$ cat config.mk
export PLATFORM = sky130hd
export DESIGN_NAME = mw_rom_reader
export DESIGN_NICKNAME = d
export VERILOG_FILES = /design/src/rtl/mw_rd_pkg.sv /design/src/rtl/mw_phase_timer.sv /design/src/rtl/mw_sync.sv /design/src/rtl/mw_rom_reader.sv
export SDC_FILE = /design/constraint.sdc
export NUM_CORES = 1
export LEC_CHECK = 0
export ABC_AREA = 1
export BUFFER_PORTS_ARGS = -buffer_cell sky130_fd_sc_hd__buf_2
export CAP_MARGIN = 30
export CELL_PAD_IN_SITES_DETAIL_PLACEMENT = 0
export CELL_PAD_IN_SITES_GLOBAL_PLACEMENT = 2
export CORE_MARGIN = 1.5
export CORE_UTILIZATION = 31
export CTS_CLUSTER_DIAMETER = 200
export DETAILED_ROUTE_END_ITERATION = 12
export PLACE_DENSITY_LB_ADDON = 0.1
export SYNTH_ARGS = -nofsm -noshare
export SYNTH_HDL_FRONTEND = slang
export SYNTH_SLANG_ARGS = --single-unit
$ cat constraint.sdc
create_clock -name clk_i -period 2.25 [get_ports clk_i]
set_input_delay 0.225 -clock clk_i [delete_from_list [all_inputs] [get_ports clk_i]]
set_output_delay 0.225 -clock clk_i [all_outputs]
set_load 0.01 [all_outputs]
$ cat src/rtl/mw_rd_pkg.sv
package mw_rd_pkg;

   localparam int CMD_BITS   = 11;
   localparam int WORD_BITS  = 16;
   localparam int ADDR_FIELD = 8;
   localparam int CNT_W      = 5;
   localparam logic [2:0] RD_OP = 3'b110;

   typedef enum logic [3:0] {
      ST_IDLE, ST_PRE, ST_SEL, ST_SKH,
      ST_CLO, ST_CHI, ST_DLO, ST_DHI,
      ST_ESK, ST_ECS, ST_EPR, ST_ESKH
   } mw_state_e;

   typedef struct packed {
      logic cs;
      logic sk;
      logic mosi;
      logic prot;
   } mw_pins_t;

   // Pin levels held while the sequencer sits in a given state.
   function automatic mw_pins_t pins_for(mw_state_e st, logic bit_i);
      mw_pins_t p;
      case (st)
         ST_PRE:  p = '{cs: 1'b0, sk: 1'b0, mosi: 1'b0,  prot: 1'b0};
         ST_SEL:  p = '{cs: 1'b1, sk: 1'b0, mosi: 1'b0,  prot: 1'b0};
         ST_SKH:  p = '{cs: 1'b1, sk: 1'b1, mosi: 1'b0,  prot: 1'b0};
         ST_CLO:  p = '{cs: 1'b1, sk: 1'b0, mosi: bit_i, prot: 1'b0};
         ST_CHI:  p = '{cs: 1'b1, sk: 1'b1, mosi: bit_i, prot: 1'b0};
         ST_DLO:  p = '{cs: 1'b1, sk: 1'b0, mosi: 1'b0,  prot: 1'b0};
         ST_DHI:  p = '{cs: 1'b1, sk: 1'b1, mosi: 1'b0,  prot: 1'b0};
         ST_ESK:  p = '{cs: 1'b1, sk: 1'b0, mosi: 1'b0,  prot: 1'b0};
         ST_ECS:  p = '{cs: 1'b0, sk: 1'b0, mosi: 1'b0,  prot: 1'b0};
         ST_EPR:  p = '{cs: 1'b0, sk: 1'b0, mosi: 1'b0,  prot: 1'b1};
         default: p = '{cs: 1'b0, sk: 1'b1, mosi: 1'b0,  prot: 1'b1};
      endcase
      return p;
   endfunction

endpackage

$ cat src/rtl/mw_phase_timer.sv
module mw_phase_timer #(
   parameter int CW = 8
) (
   input  logic          clk_i,
   input  logic          rst_ni,
   input  logic          restart_i,
   input  logic [CW-1:0] len_i,
   output logic          expire_o
);

   logic [CW-1:0] cnt_q;

   always_ff @(posedge clk_i or negedge rst_ni) begin
      if (!rst_ni)               cnt_q <= '0;
      else if (restart_i)        cnt_q <= len_i - CW'(1);
      else if (cnt_q != '0)      cnt_q <= cnt_q - CW'(1);
   end

   assign expire_o = (cnt_q == '0);

endmodule

$ cat src/rtl/mw_sync.sv
module mw_sync #(
   parameter int STAGES = 2
) (
   input  logic clk_i,
   input  logic rst_ni,
   input  logic d_i,
   output logic q_o
);

   logic [STAGES-1:0] chain_q;

   always_ff @(posedge clk_i or negedge rst_ni) begin
      if (!rst_ni) chain_q <= '0;
      else         chain_q <= {chain_q[STAGES-2:0], d_i};
   end

   assign q_o = chain_q[STAGES-1];

endmodule

$ cat src/rtl/mw_rom_reader.sv
module mw_rom_reader
   import mw_rd_pkg::*;
#(
   parameter int ADDR_W = 7,
   parameter int DIV_W  = 8,
   parameter int SYNC_N = 2
) (
   input  logic                 clk_i,
   input  logic                 rst_ni,
   input  logic                 req_i,
   input  logic [ADDR_W-1:0]    addr_i,
   input  logic [DIV_W-1:0]     half_i,
   output logic                 busy_o,
   output logic                 done_o,
   output logic [WORD_BITS-1:0] data_o,
   output logic                 ee_cs_o,
   output logic                 ee_sk_o,
   output logic                 ee_mosi_o,
   output logic                 ee_prot_o,
   input  logic                 ee_miso_i
);

   localparam int CW    = DIV_W + 3;
   localparam int PAD_W = ADDR_FIELD - ADDR_W;

   if (ADDR_W < 6 || ADDR_W > ADDR_FIELD) begin : g_bad_addr
      $error("ADDR_W must lie in 6..8");
   end
   if (DIV_W < 1) begin : g_bad_div
      $error("DIV_W must be at least 1");
   end
   if (SYNC_N < 2 || SYNC_N > 4) begin : g_bad_sync
      $error("SYNC_N must lie in 2..4");
   end

   logic [ADDR_FIELD-1:0] addr_ext;
   if (PAD_W == 0) begin : g_addr_full
      assign addr_ext = addr_i;
   end else begin : g_addr_pad
      assign addr_ext = {{PAD_W{1'b0}}, addr_i};
   end

   mw_state_e             state_q, state_n;
   logic [CMD_BITS-1:0]   cmd_q, cmd_n;
   logic [CNT_W-1:0]      bcnt_q, bcnt_n;
   logic [WORD_BITS-1:0]  shift_q, shift_n;
   mw_pins_t              pins_q;
   logic                  restart, expire, fin, miso_s;
   logic [CW-1:0]         heff, len;

   assign heff = (half_i == '0) ? CW'(1) : CW'(half_i);

   mw_phase_timer #(.CW(CW)) u_timer (
      .clk_i     (clk_i),
      .rst_ni    (rst_ni),
      .restart_i (restart),
      .len_i     (len),
      .expire_o  (expire)
   );

   mw_sync #(.STAGES(SYNC_N)) u_sync (
      .clk_i  (clk_i),
      .rst_ni (rst_ni),
      .d_i    (ee_miso_i),
      .q_o    (miso_s)
   );

   always_comb begin
      state_n = state_q;
      cmd_n   = cmd_q;
      bcnt_n  = bcnt_q;
      shift_n = shift_q;
      restart = 1'b0;
      fin     = 1'b0;
      if (state_q == ST_IDLE) begin
         if (req_i) begin
            state_n = ST_PRE;
            restart = 1'b1;
            cmd_n   = {RD_OP, addr_ext};
            bcnt_n  = '0;
         end
      end else if (expire) begin
         restart = 1'b1;
         case (state_q)
            ST_PRE: state_n = ST_SEL;
            ST_SEL: state_n = ST_SKH;
            ST_SKH: state_n = ST_CLO;
            ST_CLO: state_n = ST_CHI;
            ST_CHI: begin
               cmd_n = {cmd_q[CMD_BITS-2:0], 1'b0};
               if (bcnt_q == CNT_W'(CMD_BITS - 1)) begin
                  state_n = ST_DLO;
                  bcnt_n  = '0;
               end else begin
                  state_n = ST_CLO;
                  bcnt_n  = bcnt_q + CNT_W'(1);
               end
            end
            ST_DLO: state_n = ST_DHI;
            ST_DHI: begin
               shift_n = {shift_q[WORD_BITS-2:0], miso_s};
               if (bcnt_q == CNT_W'(WORD_BITS - 1)) begin
                  state_n = ST_ESK;
                  bcnt_n  = '0;
               end else begin
                  state_n = ST_DLO;
                  bcnt_n  = bcnt_q + CNT_W'(1);
               end
            end
            ST_ESK: state_n = ST_ECS;
            ST_ECS: state_n = ST_EPR;
            ST_EPR: state_n = ST_ESKH;
            default: begin
               state_n = ST_IDLE;
               fin     = 1'b1;
            end
         endcase
      end
      len = (state_n == ST_DHI) ? heff + CW'(SYNC_N) : heff;
   end

   always_ff @(posedge clk_i or negedge rst_ni) begin
      if (!rst_ni) begin
         state_q <= ST_IDLE;
         cmd_q   <= '0;
         bcnt_q  <= '0;
         shift_q <= '0;
         pins_q  <= pins_for(ST_IDLE, 1'b0);
         done_o  <= 1'b0;
         data_o  <= '0;
      end else begin
         state_q <= state_n;
         cmd_q   <= cmd_n;
         bcnt_q  <= bcnt_n;
         shift_q <= shift_n;
         pins_q  <= pins_for(state_n, cmd_n[CMD_BITS-1]);
         done_o  <= fin;
         if (fin) data_o <= shift_q;
      end
   end

   assign busy_o    = (state_q != ST_IDLE);
   assign ee_cs_o   = pins_q.cs;
   assign ee_sk_o   = pins_q.sk;
   assign ee_mosi_o = pins_q.mosi;
   assign ee_prot_o = pins_q.prot;

endmodule

==> results.txt, run 1 <==
status = complete, but fails checks
violated checks = design-rule violations, negative setup slack
maxcap violations = 0
Starting Density = 32.1%
Hold Slack = 0.122 ns
setup violators final = 7
num rows = 39
CTS tree = done
Final Max Slew Viols = 0
Cell Area, Synth = 3710 µm²
Max Fanout on Critical Path = 5
FF-to-FF End = u_timer.cnt_q[6]$_DFFE_PN0P_
gr ovfl total = 0
r2r setup slk = -0.19 ns
Avg Cell Area, Syn = 7.90 µm²
Seq/Total Area, Yosys = 47.3%
flops & latches, synth = 70
vias in the first global route = 3,233
net count after synthesis = 496
drt pass-1 iters = 9
Non-Filler Instances = 724
antenna-violating nets left = 0
vias = 3,213
CTS Sinks = 70
CTS Root Cell = clkbuf_16
Worst IR Drop VDD = 0.000413 V
post-synthesis xor/xnor area fraction = 1.65%
HP Start = addr_i[3]
Cells after DPL = 698
fin nets = 602
complex-gate fraction of the synthesized area = 12.5%
HPWL after DPL = 6520 µm
Core ar. = 11,600 µm²
Hold Crit Endpoint = cmd_q[3]$_DFFE_PN0P_
fraction of layout cells with a size suffix above 1 = 34.8%
n_diodes = 0
slowest library cell on the worst path = dfrtp_1
DR WL/cell = 12.1 µm
Starting DRT DRC Count = 141
worst-margin pin slew = 0.467 ns
number of warnings printed during yosys synthesis = 0
Hold/Removal Path Class = in2reg
Worst Path Arrival = 2.66 ns
fill count = 1,192
fmax = 410 MHz
Worst Hold Depth = 3
# DRC = 2
height of the die = 112 µm
P_leak = 2.54 nW
die width = 112 µm
CP startpoint kind = flop
Max clock buf depth = 2
path type of the worst setup path = reg2reg
post-synthesis mux area share = 0.303%
Vias/cell = 4.44
routability cong. = 0.765
total power = 2.70 mW
DIE AREA = 12,600 µm²
Final min period = 2.44 ns
post-synthesis simple-gate area fraction = 26.9%
slew margin rel. = 68.4%
IO Pins = 41
total CTS buffers = 9
library cells used by synthesis = 36
period utilization = 108%
largest family of logic cells by synthesized area = simple AND/OR/NAND/NOR gates
clk_lat worst skew = 0.33 ns
Worst-path clk slew = 0.06 ns
drt total wl = 8770 µm
CP peak stage delay = 0.38 ns
RSZ-0062 raised after global routing = yes
Hold Vio Cnt, Final = 0
Tot GR Track Use = 15.2%
first-pass GRT wire length = 15,400 µm
Syn-to-layout area delta = 36.2%
Setup Skew = 0.00573 ns
IO buf count = 40
Mapped Cells = 470
critical path, cell by cell = inv_2 -> ha_4 -> inv_1 -> nor2_2 -> nand2_2 -> nor2_4 -> a21oi_4 -> nor2_4 -> nand2_4 -> nand2_2 -> nand2_1 -> inv_1 -> ha_2 -> nand3_4 -> nor2_4 -> nand2_2 -> nand2_1 -> nand3_1 -> nand3_1 -> inv_1
Post-Synth Adder-Cell Area = 2.36%
largest net degree at the start of global routing = 71
Worst Reg-to-Reg Cells = 20
reg-to-reg startpoint = u_timer.cnt_q[0]$_DFFE_PN0P_
Final WS setup = -0.189 ns
initial antenna violation count = 0
htree depth = 3
endpoint class of the critical path = flop
PD cells = 535 nW/µm²
Req. time, crit path = 2.47 ns
-- synthesized netlist by cell type --
library cell / number / area share [%]
o21bai_1: 2 / 0.40
inv_1: 70 / 7.1
nor2_2: 7 / 1.2
o21ai_0: 44 / 5.9
nor3_1: 6 / 0.81
a41oi_1: 1 / 0.24
nand2_1: 104 / 11
a21oi_1: 12 / 1.6
nand3_1: 33 / 4.5
a22o_1: 1 / 0.24
nor2_4: 6 / 1.8
clkbuf_1: 6 / 0.61
nor2_1: 39 / 3.9
xor2_1: 7 / 1.7
nor4_1: 1 / 0.17
o21a_1: 1 / 0.20
o2111ai_1: 1 / 0.24
a22oi_1: 7 / 1.4
ha_1: 7 / 2.4
nand4_1: 3 / 0.51
o221ai_1: 2 / 0.47
o311ai_0: 1 / 0.24
buf_2: 2 / 0.27
dfstp_2: 2 / 1.4
inv_2: 10 / 1.0
o21ai_1: 1 / 0.13
nand2_2: 12 / 2.0
o22ai_1: 3 / 0.51
a211oi_1: 1 / 0.20
mux2_2: 1 / 0.30
o31ai_1: 1 / 0.20
nand2_4: 1 / 0.30
nand3_2: 3 / 0.81
a21oi_2: 2 / 0.47
dfrtp_1: 68 / 46
nand3b_1: 2 / 0.40
-- cells by family (layout without fill, tap and decap cells) --
family	after synthesis	count (layout)
AND/OR/NAND/NOR	217	217
buffers and inverters	88	199
AO/OA/AOI/OAI	80	80
flip-flops	70	70
adder cells (fa/ha/maj)	7	7
XOR/XNOR	7	7
multiplexers	1	1
-- metal layers --
layer  GRT usage (%)  part of all wire, %  up-vias
li1                -                    -     1715
met3            2.86                  2.6       10
met1            21.0                   50     1454
met5               0                    0        -
met2            24.3                   46       34
met4            5.06                  1.2        0
-- sequential cells by signal, summed over array words and instances (netlist names) --
| signal | flops |
|---|---|
| data_o | 16 |
| shift_q | 16 |
| cmd_q | 11 |
| u_timer.cnt_q | 11 |
| bcnt_q | 5 |
| state_q | 4 |
| u_sync.chain_q | 2 |
| done_o | 1 |
| ee_cs_o | 1 |
| ee_mosi_o | 1 |
| ee_prot_o | 1 |
| ee_sk_o | 1 |
-- critical path, delay by kind of cell, from the launching register on --
kind	cells	cell delay, ns
fa+ha+maj	2	0.34
buf+inv	4	0.23
flops	1	0.38
compound gates	1	0.09
simple gates	13	1.29
-- worst max-delay path by stage --
stage	startpoint	endpoint	slack, ns	cells past startpoint
after floorplan	bcnt_q[1]$_DFFE_PN0P_	u_timer.cnt_q[6]$_DFFE_PN0P_	-0.15	21
final	u_timer.cnt_q[0]$_DFFE_PN0P_	u_timer.cnt_q[6]$_DFFE_PN0P_	-0.19	20
after CTS	bcnt_q[0]$_DFFE_PN0P_	u_timer.cnt_q[8]$_DFFE_PN0P_	-0.16	20
after global routing	bcnt_q[0]$_DFFE_PN0P_	u_timer.cnt_q[6]$_DFFE_PN0P_	-0.38	21
after detailed placement	u_timer.cnt_q[1]$_DFFE_PN0P_	u_timer.cnt_q[8]$_DFFE_PN0P_	-0.24	20
after global placement	bcnt_q[0]$_DFFE_PN0P_	u_timer.cnt_q[6]$_DFFE_PN0P_	-0.19	20
-- cell type report --
type / count / area [µm²] / area share (%)
inverter: 80 / 303 / 5.99
clock inverter: 5 / 35.0 / 0.693
tap: 143 / 179 / 3.54
multi-input combinational: 312 / 1840 / 36.4
clock buffer: 11 / 243 / 4.80
sequential: 70 / 1750 / 34.7
timing repair buffer: 103 / 698 / 13.8
-- placed cells by master, fill, tap and decap left out, drive strengths merged, types with 2 or more instances in the layout --
cell type / instances
nand2: 117
nand3: 36
ha: 7
dfrtp: 68
nand4: 3
o21bai: 2
xor2: 7
clkinv: 4
o22ai: 3
nor2: 52
o21ai: 45
dlygate4sd3: 2
nand3b: 2
o221ai: 2
nor3: 6
buf: 101
a21oi: 14
a22oi: 7
inv: 80
dfstp: 2
clkbuf: 11
-- through the flow --
stage / setup WS, ns / utilization [%] / setup TNS (ns) / instance area [µm²]
after global placement: -0.191 / 38.8 / -1.23 / 4490
after global routing: -0.385 / 43.7 / -2.81 / 5050
after detailed placement: -0.242 / 38.8 / -1.29 / 4490
after CTS: -0.164 / 42.3 / -0.614 / 4900
final: -0.189 / 43.7 / -0.785 / 5050
after floorplan: -0.145 / - / -0.359 / 3730
-- timing repair --
action	in CTS	in global routing
setup buffers	4	5
hold buffers	2	0
endpoints found under the hold margin	69	0
pin swaps	11	21
gates resized for setup	22	34
setup endpoints to repair	12	18
-- report_power, final --
group          leakage (nW)  internal (mW)  switching (mW)  total (mW)
logic                  1.50         0.0486          0.0793       0.128
registers             0.907           1.26         0.00228        1.27
clock network         0.135          0.776           0.536        1.31
total                  2.54           2.09           0.617        2.70
No activity file was read; power rests on OpenSTA's default activity.
==> run 2: changes to the inputs <==
--- a/config.mk
+++ b/config.mk
@@ -5,16 +5,16 @@
 export SDC_FILE = /design/constraint.sdc
 export NUM_CORES = 1
 export LEC_CHECK = 0
-export ABC_AREA = 1
 export BUFFER_PORTS_ARGS = -buffer_cell sky130_fd_sc_hd__buf_2
 export CAP_MARGIN = 30
 export CELL_PAD_IN_SITES_DETAIL_PLACEMENT = 0
 export CELL_PAD_IN_SITES_GLOBAL_PLACEMENT = 2
 export CORE_MARGIN = 1.5
-export CORE_UTILIZATION = 31
+export CORE_UTILIZATION = 33
 export CTS_CLUSTER_DIAMETER = 200
 export DETAILED_ROUTE_END_ITERATION = 12
-export PLACE_DENSITY_LB_ADDON = 0.1
+export PLACE_DENSITY = 0.78
+export REMOVE_ABC_BUFFERS = 1
 export SYNTH_ARGS = -nofsm -noshare
 export SYNTH_HDL_FRONTEND = slang
 export SYNTH_SLANG_ARGS = --single-unit
==> results.txt, run 2 <==
post-synthesis mux area share = 6.58%
clk_lat worst skew = 0.34 ns
number of warnings printed during yosys synthesis = 0
worst-margin pin slew = 0.713 ns
routability cong. = 0.778
Avg Cell Area, Syn = 9.89 µm²
Tot GR Track Use = 15.1%
endpoint class of the critical path = flop
post-synthesis xor/xnor area fraction = 3.25%
Post-Synth Adder-Cell Area = 2.50%
CP startpoint kind = flop
CTS Sinks = 70
library cells used by synthesis = 57
RSZ-0062 raised after global routing = yes
CTS Root Cell = clkbuf_8
top cell type's share of synthesized area = 48.6%
post-layout util = 45.9%
slew margin rel. = 52.5%
status = complete, but fails checks
DR WL/cell = 13.4 µm
vias in the first global route = 2,863
# DRC = 0
violated checks = negative setup slack
Most used DFF post-synth = dfrtp_1
Starting DRT DRC Count = 86
Syn-to-layout area delta = 35.3%
Final min period = 2.91 ns
Worst-path clk slew = 0.08 ns
Final Max Slew Viols = 0
fraction of registers with async set/reset = 100%
commonest cells after routing, fill and taps aside = 86 x nand2_1, 68 x dfrtp_1, 61 x buf_4
Worst Path Arrival = 3.15 ns
PD cells = 855 nW/µm²
period utilization = 129%
HP Start = addr_i[0]
largest cells by area after synthesis = dfrtp_1 49%, nand2_1 9.3%, mux2_2 5.1%
Max Fanout on Critical Path = 3
Worst Hold Depth = 3
Commonest cells post-synth = 87 x nand2_1, 68 x dfrtp_1, 19 x nor2_1, 19 x o21ai_0, 16 x mux2_2
fmax = 344 MHz
post-synthesis simple-gate area fraction = 23.4%
cell taking the most area after synthesis = dfrtp_1
maxcap violations = 0
P_leak = 2.31 nW
antenna-violating nets left = 0
Mapped Cells = 354
total power = 4.05 mW
FF-to-FF End = u_timer.cnt_q[6]$_DFFE_PN0P_
Hold Vio Cnt, Final = 0
largest family of logic cells by synthesized area = simple AND/OR/NAND/NOR gates
total CTS buffers = 9
first-pass GRT wire length = 13,500 µm
vias = 2,870
r2r setup slk = -0.66 ns
fin nets = 489
setup violators final = 8
Setup Skew = 0.00395 ns
drt total wl = 8070 µm
Final WS setup = -0.656 ns
complex-gate fraction of the synthesized area = 11.5%
HPWL after DPL = 5810 µm
Hold/Removal Path Class = in2reg
CTS tree = done
Starting Density = 33.9%
Post-synth EDFFs = 0
commonest non-fill, non-tap cell in the layout = nand2_1
num rows = 37
largest net degree at the start of global routing = 30
Worst IR Drop VDD = 0.000447 V
flops & latches, synth = 70
gr ovfl total = 0
die width = 106 µm
Vias/cell = 4.75
Hold Crit Endpoint = cmd_q[0]$_DFFE_PN0P_
Seq/Total Area, Yosys = 50.1%
initial antenna violation count = 0
DIE AREA = 11,200 µm²
IO Pins = 41
biggest regs = data_o x16, shift_q x16
fraction of layout cells with a size suffix above 1 = 38.9%
Worst Reg-to-Reg Cells = 14
Req. time, crit path = 2.49 ns
top-count cell post-synth = nand2_1
Max clock buf depth = 2
fill count = 1,022
IO buf count = 40
Core ar. = 10,300 µm²
reg-to-reg startpoint = bcnt_q[0]$_DFFE_PN0P_
Cell Area, Synth = 3500 µm²
htree depth = 3
drt pass-1 iters = 4
height of the die = 106 µm
path type of the worst setup path = reg2reg
n_diodes = 0
run 2: per-layer routing:
metal | vias up | global-route usage (%) | wire length (µm) | part of all wire, %
met3 | 8 | 3.13 | 227 | 2.8
li1 | 1446 | - | - | -
met2 | 46 | 25.2 | 3890 | 48
met1 | 1370 | 19.6 | 3860 | 48
met4 | 0 | 5.02 | 93 | 1.2
met5 | - | 0 | 0 | 0
run 2: worst max-delay path by stage:
stage / slack (ns) / startpoint / cells after the start / end
finish: -0.66 / bcnt_q[0]$_DFFE_PN0P_ / 14 / u_timer.cnt_q[6]$_DFFE_PN0P_
global route: -0.84 / bcnt_q[0]$_DFFE_PN0P_ / 14 / u_timer.cnt_q[6]$_DFFE_PN0P_
CTS: -0.64 / bcnt_q[0]$_DFFE_PN0P_ / 14 / u_timer.cnt_q[6]$_DFFE_PN0P_
detailed placement: -0.80 / bcnt_q[0]$_DFFE_PN0P_ / 14 / u_timer.cnt_q[6]$_DFFE_PN0P_
global placement: -0.71 / bcnt_q[0]$_DFFE_PN0P_ / 14 / u_timer.cnt_q[6]$_DFFE_PN0P_
floorplan: -0.92 / u_timer.cnt_q[0]$_DFFE_PN0P_ / 13 / u_timer.cnt_q[6]$_DFFE_PN0P_
run 2: metrics by stage:
stage	instances	setup WS, ns	setup TNS, ns	area, µm²	hold WS [ns]
after floorplan	344	-0.917	-11.69	3450	-0.0706
after global placement	579	-0.709	-2.93	4280	0.317
after global routing	604	-0.839	-3.87	4740	0.0894
after CTS	603	-0.641	-2.63	4620	0.0615
after detailed placement	579	-0.803	-3.87	4280	0.320
final	604	-0.656	-2.49	4740	0.0810
run 2: timing repair:
item / CTS / global route
pin swaps: 15 / 10
buffers inserted: 8 / 1
resized for setup: 22 / 22
hold buffers: 2 / 0
setup endpoints to repair: 39 / 59
hold endpoints to repair: 26 / 0
run 2: power by group:
part / switching [mW] / internal [mW] / leakage (nW) / total [mW]
Clock: 0.507 / 0.550 / 0.103 / 1.06
Sequential: 0.181 / 1.50 / 0.903 / 1.68
Combinational: 0.627 / 0.686 / 1.30 / 1.31
Total: 1.31 / 2.74 / 2.31 / 4.05
run 2: kinds of logic (layout without fill, tap and decap cells):
family | count (synthesis) | count (layout)
AOI/OAI and AO/OA | 62 | 62
buffers and inverters | 22 | 136
muxes | 21 | 21
and+or+nand+nor | 159 | 159
adders and majority gates | 7 | 7
DFF | 70 | 70
xor gates and xnor gates | 13 | 13
run 2: cell type report:
type / count / area [µm²] / area share (%)
Clock buffer: 10 / 138 / 2.90
Clock inverter: 6 / 68.8 / 1.45
Inverter: 12 / 51.3 / 1.08
Multi-Input combinational cell: 262 / 1810 / 38.3
Sequential cell: 70 / 1750 / 37.0
Tap cell: 136 / 170 / 3.59
Timing Repair Buffer: 108 / 743 / 15.7
run 2: worst max-delay path, cell delays in order, from the launching register on:
cell      delay (ns)
dfrtp_1         0.40
ha_2            0.19
and3_4          0.19
ha_4            0.16
nand2b_4        0.13
a22oi_2         0.22
nor2_4          0.06
nor4_4          0.32
xnor2_1         0.18
ha_2            0.21
nand2b_1        0.07
or2_4           0.23
mux2i_2         0.16
xor2_1          0.09
o211a_1         0.20
==> run 3: changes to the inputs <==
--- a/config.mk
+++ b/config.mk
@@ -15,6 +15,7 @@
 export DETAILED_ROUTE_END_ITERATION = 12
 export PLACE_DENSITY = 0.78
 export REMOVE_ABC_BUFFERS = 1
+export SETUP_SLACK_MARGIN = 0.02
 export SYNTH_ARGS = -nofsm -noshare
 export SYNTH_HDL_FRONTEND = slang
 export SYNTH_SLANG_ARGS = --single-unit
==> results.txt, run 3 (synthesized netlist as in run 2, its figures left out) <==
vias = 2,875
HPWL after DPL = 5810 µm
Final WS setup = -0.656 ns
Final Max Slew Viols = 0
total CTS buffers = 9
clk_lat worst skew = 0.34 ns
Max clock buf depth = 2
Core ar. = 10,300 µm²
violated checks = negative setup slack
slew margin rel. = 52.5%
commonest cells after routing, fill and taps aside = 86 x nand2_1, 68 x dfrtp_1, 61 x buf_4
GR Util met1 = 19.6%
fin nets = 489
endpoint class of the critical path = flop
fmax = 344 MHz
CTS Root Cell = clkbuf_8
num rows = 37
commonest non-fill, non-tap cell in the layout = nand2_1
routability cong. = 0.778
Max Fanout on Critical Path = 3
period utilization = 129%
fraction of layout cells with a size suffix above 1 = 39.1%
die width = 106 µm
path type of the worst setup path = reg2reg
drt total wl = 8040 µm
status = complete, but fails checks
Starting DRT DRC Count = 100
height of the die = 106 µm
Starting Density = 33.9%
RSZ-0062 raised after global routing = yes
CP startpoint kind = flop
biggest regs = data_o x16, shift_q x16
CTS tree = done
busiest layer in global routing = met2
DIE AREA = 11,200 µm²
Hold Vio Cnt, Final = 0
Hold Slack = 0.0814 ns
IO Pins = 41
critical path, cell by cell = ha_2 -> and3_4 -> ha_4 -> nand2b_4 -> a22oi_2 -> nor2_4 -> nor4_4 -> xnor2_1 -> ha_2 -> nand2b_1 -> or2_4 -> mux2i_2 -> xor2_1 -> o211a_1
IO buf count = 40
DR WL/cell = 13.3 µm
setup violators final = 8
antenna-violating nets left = 0
slowest library cell on the worst path = dfrtp_1
Worst Path Arrival = 3.15 ns
# DRC = 0
htree depth = 3
Worst-path clk slew = 0.08 ns
Final min period = 2.91 ns
CP peak stage delay = 0.40 ns
gr ovfl total = 0
P_leak = 2.31 nW
Vias/cell = 4.76
Hold/Removal Path Class = in2reg
Req. time, crit path = 2.49 ns
dpl ws = -0.803 ns
maxcap violations = 0
met3 Use GR = 3.13%
initial antenna violation count = 0
Tot GR Track Use = 15.1%
n_diodes = 0
Syn-to-layout area delta = 36.0%
Top cell by count, worst path = ha_2
Setup Skew = 0.00404 ns
largest net degree at the start of global routing = 30
PD cells = 853 nW/µm²
CTS Sinks = 70
vias in the first global route = 2,863
drt pass-1 iters = 4
worst-margin pin slew = 0.712 ns
fill count = 1,016
met2 GRT Util = 25.2%
first-pass GRT wire length = 13,500 µm
Worst IR Drop VDD = 0.000441 V
## run 3: final cells by class
type	count	area [µm²]	share of cell area [%]
inverters	12	51.3	1.08
flip-flops and latches	70	1750	36.9
well taps	136	170	3.58
clock inverters	6	68.8	1.45
multi-input cells	262	1830	38.5
clock buffers	10	138	2.89
repair buffers	108	747	15.7
## run 3: layer usage
metal | vias up | part of all wire (%) | routed length (µm)
li1 | 1446 | - | -
met1 | 1373 | 48 | 3850
met2 | 46 | 48 | 3880
met3 | 10 | 2.7 | 217
met4 | 0 | 1.2 | 99
met5 | - | 0 | 0
## run 3: power breakdown
part           leakage (nW)  internal [mW]  switching [mW]
clock network         0.103          0.550           0.504
logic                  1.30          0.690           0.631
registers             0.903           1.50           0.181
total                  2.31           2.74            1.32
## run 3: path summary, 6_finish.rpt
path                                                  start                            to  slack, ns  depth (start not counted)
worst min-delay path                              addr_i[0]          cmd_q[0]$_DFFE_PN0P_       0.08                          3
min in group asynchronous                            rst_ni        shift_q[2]$_DFFE_PN0P_       0.47                          2
worst max register to register        bcnt_q[0]$_DFFE_PN0P_  u_timer.cnt_q[6]$_DFFE_PN0P_      -0.66                         14
worst min register to register  u_sync.chain_q[0]$_DFF_PN0_   u_sync.chain_q[1]$_DFF_PN0_       0.35                          0
worst max-delay path                  bcnt_q[0]$_DFFE_PN0P_  u_timer.cnt_q[6]$_DFFE_PN0P_      -0.66                         14
max in group asynchronous                            rst_ni       shift_q[14]$_DFFE_PN0P_       1.12                          3
## run 3: per-stage QoR
| step | cell area, µm² | instances | total power, mW | setup TNS, ns | utilization [%] |
|---|---|---|---|---|---|
| detailed placement | 4280 | 579 | 2.88 | -3.87 | 41.4 |
| finish | 4760 | 604 | 4.06 | -2.48 | 46.1 |
| global route | 4760 | 604 | 4.34 | -3.87 | 46.1 |
| CTS | 4620 | 603 | 4.05 | -2.63 | 44.7 |
| floorplan | 3450 | 344 | 2.32 | -11.69 | - |
| global placement | 4280 | 579 | 2.86 | -2.93 | 41.4 |
## run 3: worst max-delay path, delay by kind of cell, from the launching register on
family | cells | cell delay, ns
xor gates and xnor gates | 2 | 0.27
and+or+nand+nor | 6 | 1.00
AOI/OAI and AO/OA | 2 | 0.42
muxes | 1 | 0.16
adders and majority gates | 3 | 0.56
DFF | 1 | 0.40
## run 3: timing repair
item                                    in CTS  in global routing
buffers inserted                             8                  1
hold endpoints to repair                    26                  0
gates resized for setup                     22                 29
endpoints found under the setup margin      39                 60
hold buffers                                 2                  0
pin swaps                                   15                 11
